## src/rtl/spi_af_pkg.sv

```systemverilog
package spi_af_pkg;

    // Per-transaction verdict of the address filter
    typedef enum logic [1:0] {
        PH_HUNT = 2'd0,   // waiting for the first character
        PH_TAKE = 2'd1,   // address matched, transaction accepted
        PH_DROP = 2'd2    // address missed, transaction ignored
    } phase_e;

endpackage

```

## src/rtl/spi_af_cmp.sv

```systemverilog
module spi_af_cmp #(
    parameter int CHAR_W = 9,
    parameter int ADDR_W = 8
) (
    input  logic [CHAR_W-1:0] chr,
    input  logic [ADDR_W-1:0] addr,
    input  logic              wide,
    output logic              hit,
    output logic [CHAR_W-1:0] data
);

    // Only the low address bits take part in the compare
    assign hit = (chr[ADDR_W-1:0] == addr);

    generate
        if (CHAR_W > ADDR_W) begin : g_wide
            localparam int EXTRA_W = CHAR_W - ADDR_W;
            assign data = wide ? chr : {{EXTRA_W{1'b0}}, chr[ADDR_W-1:0]};
        end else begin : g_narrow
            logic unused_wide;
            assign unused_wide = wide;
            assign data = chr;
        end
    endgenerate

endmodule

```

## src/rtl/spi_af_phase.sv

```systemverilog
module spi_af_phase
    import spi_af_pkg::*;
(
    input  logic   clk,
    input  logic   rst_n,
    input  logic   filt_en,
    input  logic   sel_n,
    input  logic   chr_vld,
    input  logic   hit,
    output phase_e phase_q,
    output logic   is_first
);

    phase_e phase_d;

    assign is_first = filt_en && !sel_n && chr_vld && (phase_q == PH_HUNT);

    always_comb begin
        phase_d = phase_q;
        if (!filt_en || sel_n) begin
            phase_d = PH_HUNT;
        end else if (is_first) begin
            phase_d = hit ? PH_TAKE : PH_DROP;
        end
    end

    always_ff @(posedge clk or negedge rst_n) begin
        if (!rst_n) begin
            phase_q <= PH_HUNT;
        end else begin
            phase_q <= phase_d;
        end
    end

    // deselect always rearms the filter
    p_rearm_on_deselect_r9: assert property (@(posedge clk) disable iff (!rst_n)
        sel_n |=> (phase_q == PH_HUNT));

    // a verdict, once taken, holds until select rises
    p_verdict_holds_r2: assert property (@(posedge clk) disable iff (!rst_n)
        (filt_en && !sel_n && phase_q != PH_HUNT) |=> (phase_q == $past(phase_q)));

endmodule

```

## src/rtl/spi_addr_gate.sv

```systemverilog
module spi_addr_gate
    import spi_af_pkg::*;
#(
    parameter int CHAR_W = 9,
    parameter int ADDR_W = 8
) (
    input  logic              clk,
    input  logic              rst_n,
    input  logic              slave_mode,
    input  logic              addr_fmt,
    input  logic              wide_chr,
    input  logic              asleep,
    input  logic              sel_n,
    input  logic              chr_vld,
    input  logic [CHAR_W-1:0] chr_in,
    input  logic [ADDR_W-1:0] addr_val,
    output logic              miso_oe,
    output logic              rx_push,
    output logic [CHAR_W-1:0] rx_data,
    output logic              rxc,
    output logic              wake_req
);

    typedef struct packed {
        logic              oe;
        logic              push;
        logic [CHAR_W-1:0] data;
        logic              rxc;
        logic              wake;
    } out_t;

    out_t        out_d, out_q;
    logic        filt_en;
    logic        hit;
    logic        is_first;
    logic [CHAR_W-1:0] cmp_data;
    phase_e      phase_q;

    assign filt_en = slave_mode && addr_fmt;

    spi_af_cmp #(
        .CHAR_W(CHAR_W),
        .ADDR_W(ADDR_W)
    ) u_cmp (
        .chr  (chr_in),
        .addr (addr_val),
        .wide (wide_chr),
        .hit  (hit),
        .data (cmp_data)
    );

    spi_af_phase u_phase (
        .clk      (clk),
        .rst_n    (rst_n),
        .filt_en  (filt_en),
        .sel_n    (sel_n),
        .chr_vld  (chr_vld),
        .hit      (hit),
        .phase_q  (phase_q),
        .is_first (is_first)
    );

    always_comb begin
        out_d      = '0;
        out_d.data = out_q.data;
        if (!filt_en) begin
            out_d.push = chr_vld && !sel_n;
            out_d.oe   = slave_mode && !sel_n;
        end else if (!sel_n) begin
            if (is_first) begin
                out_d.push = hit;
                out_d.rxc  = hit;
                out_d.wake = hit && asleep;
                out_d.oe   = hit;
            end else if (phase_q == PH_TAKE) begin
                out_d.push = chr_vld;
                out_d.oe   = 1'b1;
            end
        end
        if (out_d.push) begin
            out_d.data = cmp_data;
        end
    end

    always_ff @(posedge clk or negedge rst_n) begin
        if (!rst_n) begin
            out_q <= '0;
        end else begin
            out_q <= out_d;
        end
    end

    assign miso_oe  = out_q.oe;
    assign rx_push  = out_q.push;
    assign rx_data  = out_q.data;
    assign rxc      = out_q.rxc;
    assign wake_req = out_q.wake;

    p_rxc_with_push_r3: assert property (@(posedge clk) disable iff (!rst_n)
        rxc |-> (rx_push && miso_oe));

    p_wake_with_rxc_r7: assert property (@(posedge clk) disable iff (!rst_n)
        wake_req |-> rxc);

    p_drop_silent_r5: assert property (@(posedge clk) disable iff (!rst_n)
        (filt_en && !sel_n && phase_q == PH_DROP) |=> (!rx_push && !miso_oe));

    p_rxc_first_only_r8: assert property (@(posedge clk) disable iff (!rst_n)
        (phase_q == PH_TAKE) |=> !rxc);

    p_deselect_quiet_r9: assert property (@(posedge clk) disable iff (!rst_n)
        sel_n |=> (!miso_oe && !rx_push && !rxc));

    p_off_no_rxc_r1: assert property (@(posedge clk) disable iff (!rst_n)
        !filt_en |=> !rxc);

endmodule

```

## config.mk

```make
export PLATFORM = sky130hd
export DESIGN_NAME = spi_addr_gate
export DESIGN_NICKNAME = d
export VERILOG_FILES = /design/src/rtl/spi_af_pkg.sv /design/src/rtl/spi_af_cmp.sv /design/src/rtl/spi_af_phase.sv /design/src/rtl/spi_addr_gate.sv
export SDC_FILE = /design/constraint.sdc
export NUM_CORES = 1
export LEC_CHECK = 0
export ABC_CLOCK_PERIOD_IN_PS = 5620
export BUFFER_PORTS_ARGS = -buffer_cell sky130_fd_sc_hd__buf_2
export CORE_MARGIN = 2
export CORE_UTILIZATION = 40
export CTS_CLUSTER_DIAMETER = 150
export DETAILED_ROUTE_END_ITERATION = 12
export PLACE_DENSITY = 0.76
export SETUP_SLACK_MARGIN = 0.05
export SLEW_MARGIN = 5
export SYNTH_ARGS = -nofsm -noshare
export SYNTH_HDL_FRONTEND = slang
export SYNTH_HIERARCHICAL = 1
export SYNTH_SLANG_ARGS = --single-unit
```

## constraint.sdc

```tcl
create_clock -name clk -period 5.62 [get_ports clk]
set_input_delay 1.686 -clock clk [delete_from_list [all_inputs] [get_ports clk]]
set_output_delay 1.686 -clock clk [all_outputs]
set_load 0.01 [all_outputs]
```

* Word-level counts from Yosys, hierarchy flattened
Index checks and enable logic that the tools add are counted.
Word-level totals: register bits 15, latch bits 0, memory bits (writable) 0, ROM bits 0, input port bits 25, output and inout port bits 13, word-level logic and storage cells 31, memories 0
Operators by class: add/subtract/negate cells 0, $mul 0, div/mod/pow operators 0, $lt $le $gt $ge 0, equal/unequal tests 2, shifts and indexed selects 0, muxes and demuxes 11, bitwise logic cells 0, reductions and logical operators 12
Operator list (count):
- 2-bit two-way mux | 10
- 9-bit two-way mux | 1
- 8-bit equality test | 1
- 1-bit logical AND | 7
- 2-bit by 1-bit equality test with 1-bit output, second input constant | 1
- 1-bit zero test | 2
- 2-bit zero test | 1
- 2-bit nonzero test | 1
- 1-bit logical OR | 1

* Depth between registers and ports, before layout
word-level depth 7, mapped depth 6, mapped depth without buffers 6

* Modules after synthesis
The synthesis kept the hierarchy.
Modules (own cells, without submodules):
- spi_addr_gate | times used 1, cells an instance 31, area each 506.7 um2, seq. area each 325.3 um2
- spi_af_cmp | times used 1, cells an instance 20, area each 152.6 um2, seq. area each 0.0 um2
- spi_af_phase | times used 1, cells an instance 10, area each 98.8 um2, seq. area each 50.0 um2

* Worst setup path after synthesis
OpenSTA, ideal clock, no wires.
kind input-to-reg, from in slave_mode, to reg out_q (netlist bit rx_data[0]), setup time 0.125 ns, arrival time 3.389 ns, required time 5.495 ns, slack 2.106 ns, stages 6, buffers on the path 0, path through and2_1 > nand2b_1 > nor4b_1 > nand2_1 > a311oi_4 > mux2_2
RTL lines:
- start, declared | RTL line spi_addr_gate.sv:9 | input logic slave_mode,
- end signal, assigned | RTL line spi_addr_gate.sv:89 | out_q <= out_d;
- end, declared | RTL line spi_addr_gate.sv:32 | out_t out_d, out_q;

==> impl_results.md <==
- Tightest Pin Transition: approximately 0.59 ns
- Combinational share of power: 22.9%
- Pleak: between 0.4 and 0.5 nW
- Routed vias: between 500 and 600
- Fraction of final layout cells sized beyond drive strength 1: 54.3%
- Postcts setup bufs: 0
- Initial core utilization: 43.0%
- GRT Util Overall: 13.3%
- Num CTS Buffers: 3
- RSZ-0062 raised after global routing: no
- Mean Syn Cell Area: 12.4 um^2
- Cells after DPL: approximately 120
- # diodes: 0
- FP Rows: 15
- Clock group share of total power: between 20% and 30%
- # setup viols final: 0
- Fmax: 279 MHz
- Crit path buf inv count: 1
- Post-DR vias/cell: 4.53
- Vias in the first global route: roughly 530
- Outcome: completed
- Maximum capacitance violations: 0
- CP peak stage delay: 0.59 ns
- Worst Path Max Fanout: 10
- Mapped Area: 758 um^2
- Core Util, Final: 53.3%
- Largest net degree at the start of global routing: 16
- Synth Net Count: 86
- Gpl congestion: 0.649
- H-tree depth: 1
- Kind of end point of the critical path: register
- Root Driver: clkbuf_4
- Detailed Routing Iterations Pass 1: 4
- Residual DRC: 0
- Worst setup margin: 2.03 ns
- Final Power: 0.239 mW
- Die Span Y: roughly 48 um
- Register share of total power: 52.9%
- Number of synthesized register bits: 15
- Clock slew at reported path FFs: 0.08 ns
- Place WS: roughly 1.7 ns
- Worst path required time: 5.78 ns
- TritonCTS clock tree: built
- Slowest CP cell: a311oi_4
- Worst Path Arrival: 3.75 ns
- WL/cell: 11.6 um
- Max IR drop VDD: 0.000127 V
- P&R area growth vs syn: 24.1%
- Final WL: 1.39 mm
- Top Ports: 38
- CP startpoint kind: primary input
- Crit-path leading delay family: simple AND/OR/NAND/NOR gates
- Critical setup path kind: in2reg
- Sequential-to-total area share from yosys stat: 49.5%
- Clock sinks: 15
- Crit path cell chain: buf_2 > and2_1 > nand2b_1 > nor4b_1 > nand2_1 > a311oi_4 > mux2_2
- Die footprint: 0.00226 mm^2
- Power per Cell Area: 254 mW/mm^2
- Internal power: 0.177 mW
- Synth unique cells: 19
- Cts hold-fix bufs: 0
- Fin crit period: 3.59 ns
- Non-filler instance count after layout: 119
- Final Skew: 0.00270 ns
- Core area: 0.00176 mm^2
- Initial antenna violation count: 0
- Max Slew Vio Count: 0
- Clock buffer depth: 2
- Port-buffer cells: 37
- Die Wd: 47.5 um
- Max transition margin: between 60% and 70%
- Drt initial violations: 6
- Post-CTS sizing: 0
- Setup TNS: 0 ns
- Synth warnings: 6
- Synth Instances: 61
- # nets final: 120
- Sw Ratio: 25.7%
- Final ANT Viol Nets: 0
- Final cycle utilization of the critical path: a little under two thirds
- GR Overflow Total: 0
- Clk_lat worst skew: 0.27 ns
- Hold crit path type: reg2reg
- First-pass GRT wire length: a little over 2 mm
- Psw: between 0.06 and 0.07 mW
- Final Hold Vio Count: 0
-- cells by family after synthesis --
family	Yosys count	share of synthesized area (%)
AOI/OAI and AO/OA	5	6.77
DFF	15	49.5
and+or+nand+nor	13	11.7
buffers and inverters	11	9.41
xor gates and xnor gates	8	9.24
muxes	9	13.4
-- final timing paths --
check	from	end	slack (ns)	cells after the start
max	slave_mode	rx_data[6]	2.03	7
min	rx_data[1]	rx_data[1]	0.51	1
max reg2reg	u_phase/phase_q[1]	rx_data[6]	3.39	4
min reg2reg	rx_data[1]	rx_data[1]	0.51	1
max in group asynchronous	rst_n	wake_req	4.08	1
min in group asynchronous	rst_n	miso_oe	1.30	1
-- per-layer routing --
layer,track usage (%),vias up,wire length [um]
met1,14.8,257,539
met5,0,-,0
met2,24.3,14,789
li1,-,268,-
met3,2.26,0,57
met4,6.49,0,0
-- flip-flops by register name, indices dropped and copies added (netlist names) --
name,flops
u_phase/phase_q,2
rx_data,9
wake_req,1
rx_push,1
miso_oe,1
rxc,1
-- placed cells by master, fill, tap and decap left out --
| cell | count |
|---|---|
| nand2b_1 | 1 |
| nand4_1 | 2 |
| a311oi_1 | 1 |
| a311oi_4 | 1 |
| buf_2 | 37 |
| nand3b_1 | 1 |
| inv_1 | 3 |
| xnor2_1 | 8 |
| a31oi_1 | 1 |
| dfrtp_1 | 15 |
| a21oi_1 | 2 |
| or3b_1 | 1 |
| clkbuf_1 | 1 |
| nor2_1 | 1 |
| nand2_1 | 1 |
| mux2_2 | 9 |
| clkbuf_4 | 3 |
| nor4b_1 | 1 |
| and2_1 | 3 |
| or3b_4 | 1 |
| nor3b_1 | 1 |
-- synthesized netlist by cell type --
cell,n,area share (%)
mux2_2,9,13
nor2_1,1,0.49
inv_1,3,1.5
or3b_1,1,1.2
nand4_1,2,1.6
xnor2_1,8,9.2
buf_4,8,7.9
nand2_1,1,0.49
and2_1,3,2.5
nor4b_1,1,1.2
a31oi_1,1,0.83
nor3b_1,1,0.99
or3b_4,1,1.5
nand2b_1,1,0.83
dfrtp_1,15,50
nand3b_1,1,0.99
a21oi_1,2,1.3
a311oi_4,1,3.5
a311oi_1,1,1.2
-- cell type report --
cell class / instances / area (um^2)
clock buffer: 4 / 26.3
multi-input combinational: 35 / 312
fill: 162 / 823
timing repair buffer: 37 / 185
sequential: 15 / 375
tap: 25 / 31.3
inverter: 3 / 11.3
-- power by group through the flow --
| stage | Combinational [mW] | Clock, mW | Sequential (mW) |
|---|---|---|---|
| after global routing | 0.0598 | 0.0654 | 0.128 |
| after detailed placement | 0.0555 | 0 | 0.129 |
| final | 0.0547 | 0.0577 | 0.126 |
| after floorplan | 0.0248 | 0 | 0.134 |
| after global placement | 0.0537 | 0 | 0.128 |
| after CTS | 0.0556 | 0.0615 | 0.127 |
-- through the flow --
stage / cell area, um^2 / hold slack [ns]
floorplan: 758 / 0.512
global placement: 915 / 0.492
detailed placement: 915 / 0.491
CTS: 941 / 0.510
global route: 941 / 0.522
finish: 941 / 0.508
Note: power is estimated with default switching activity, not from simulation.
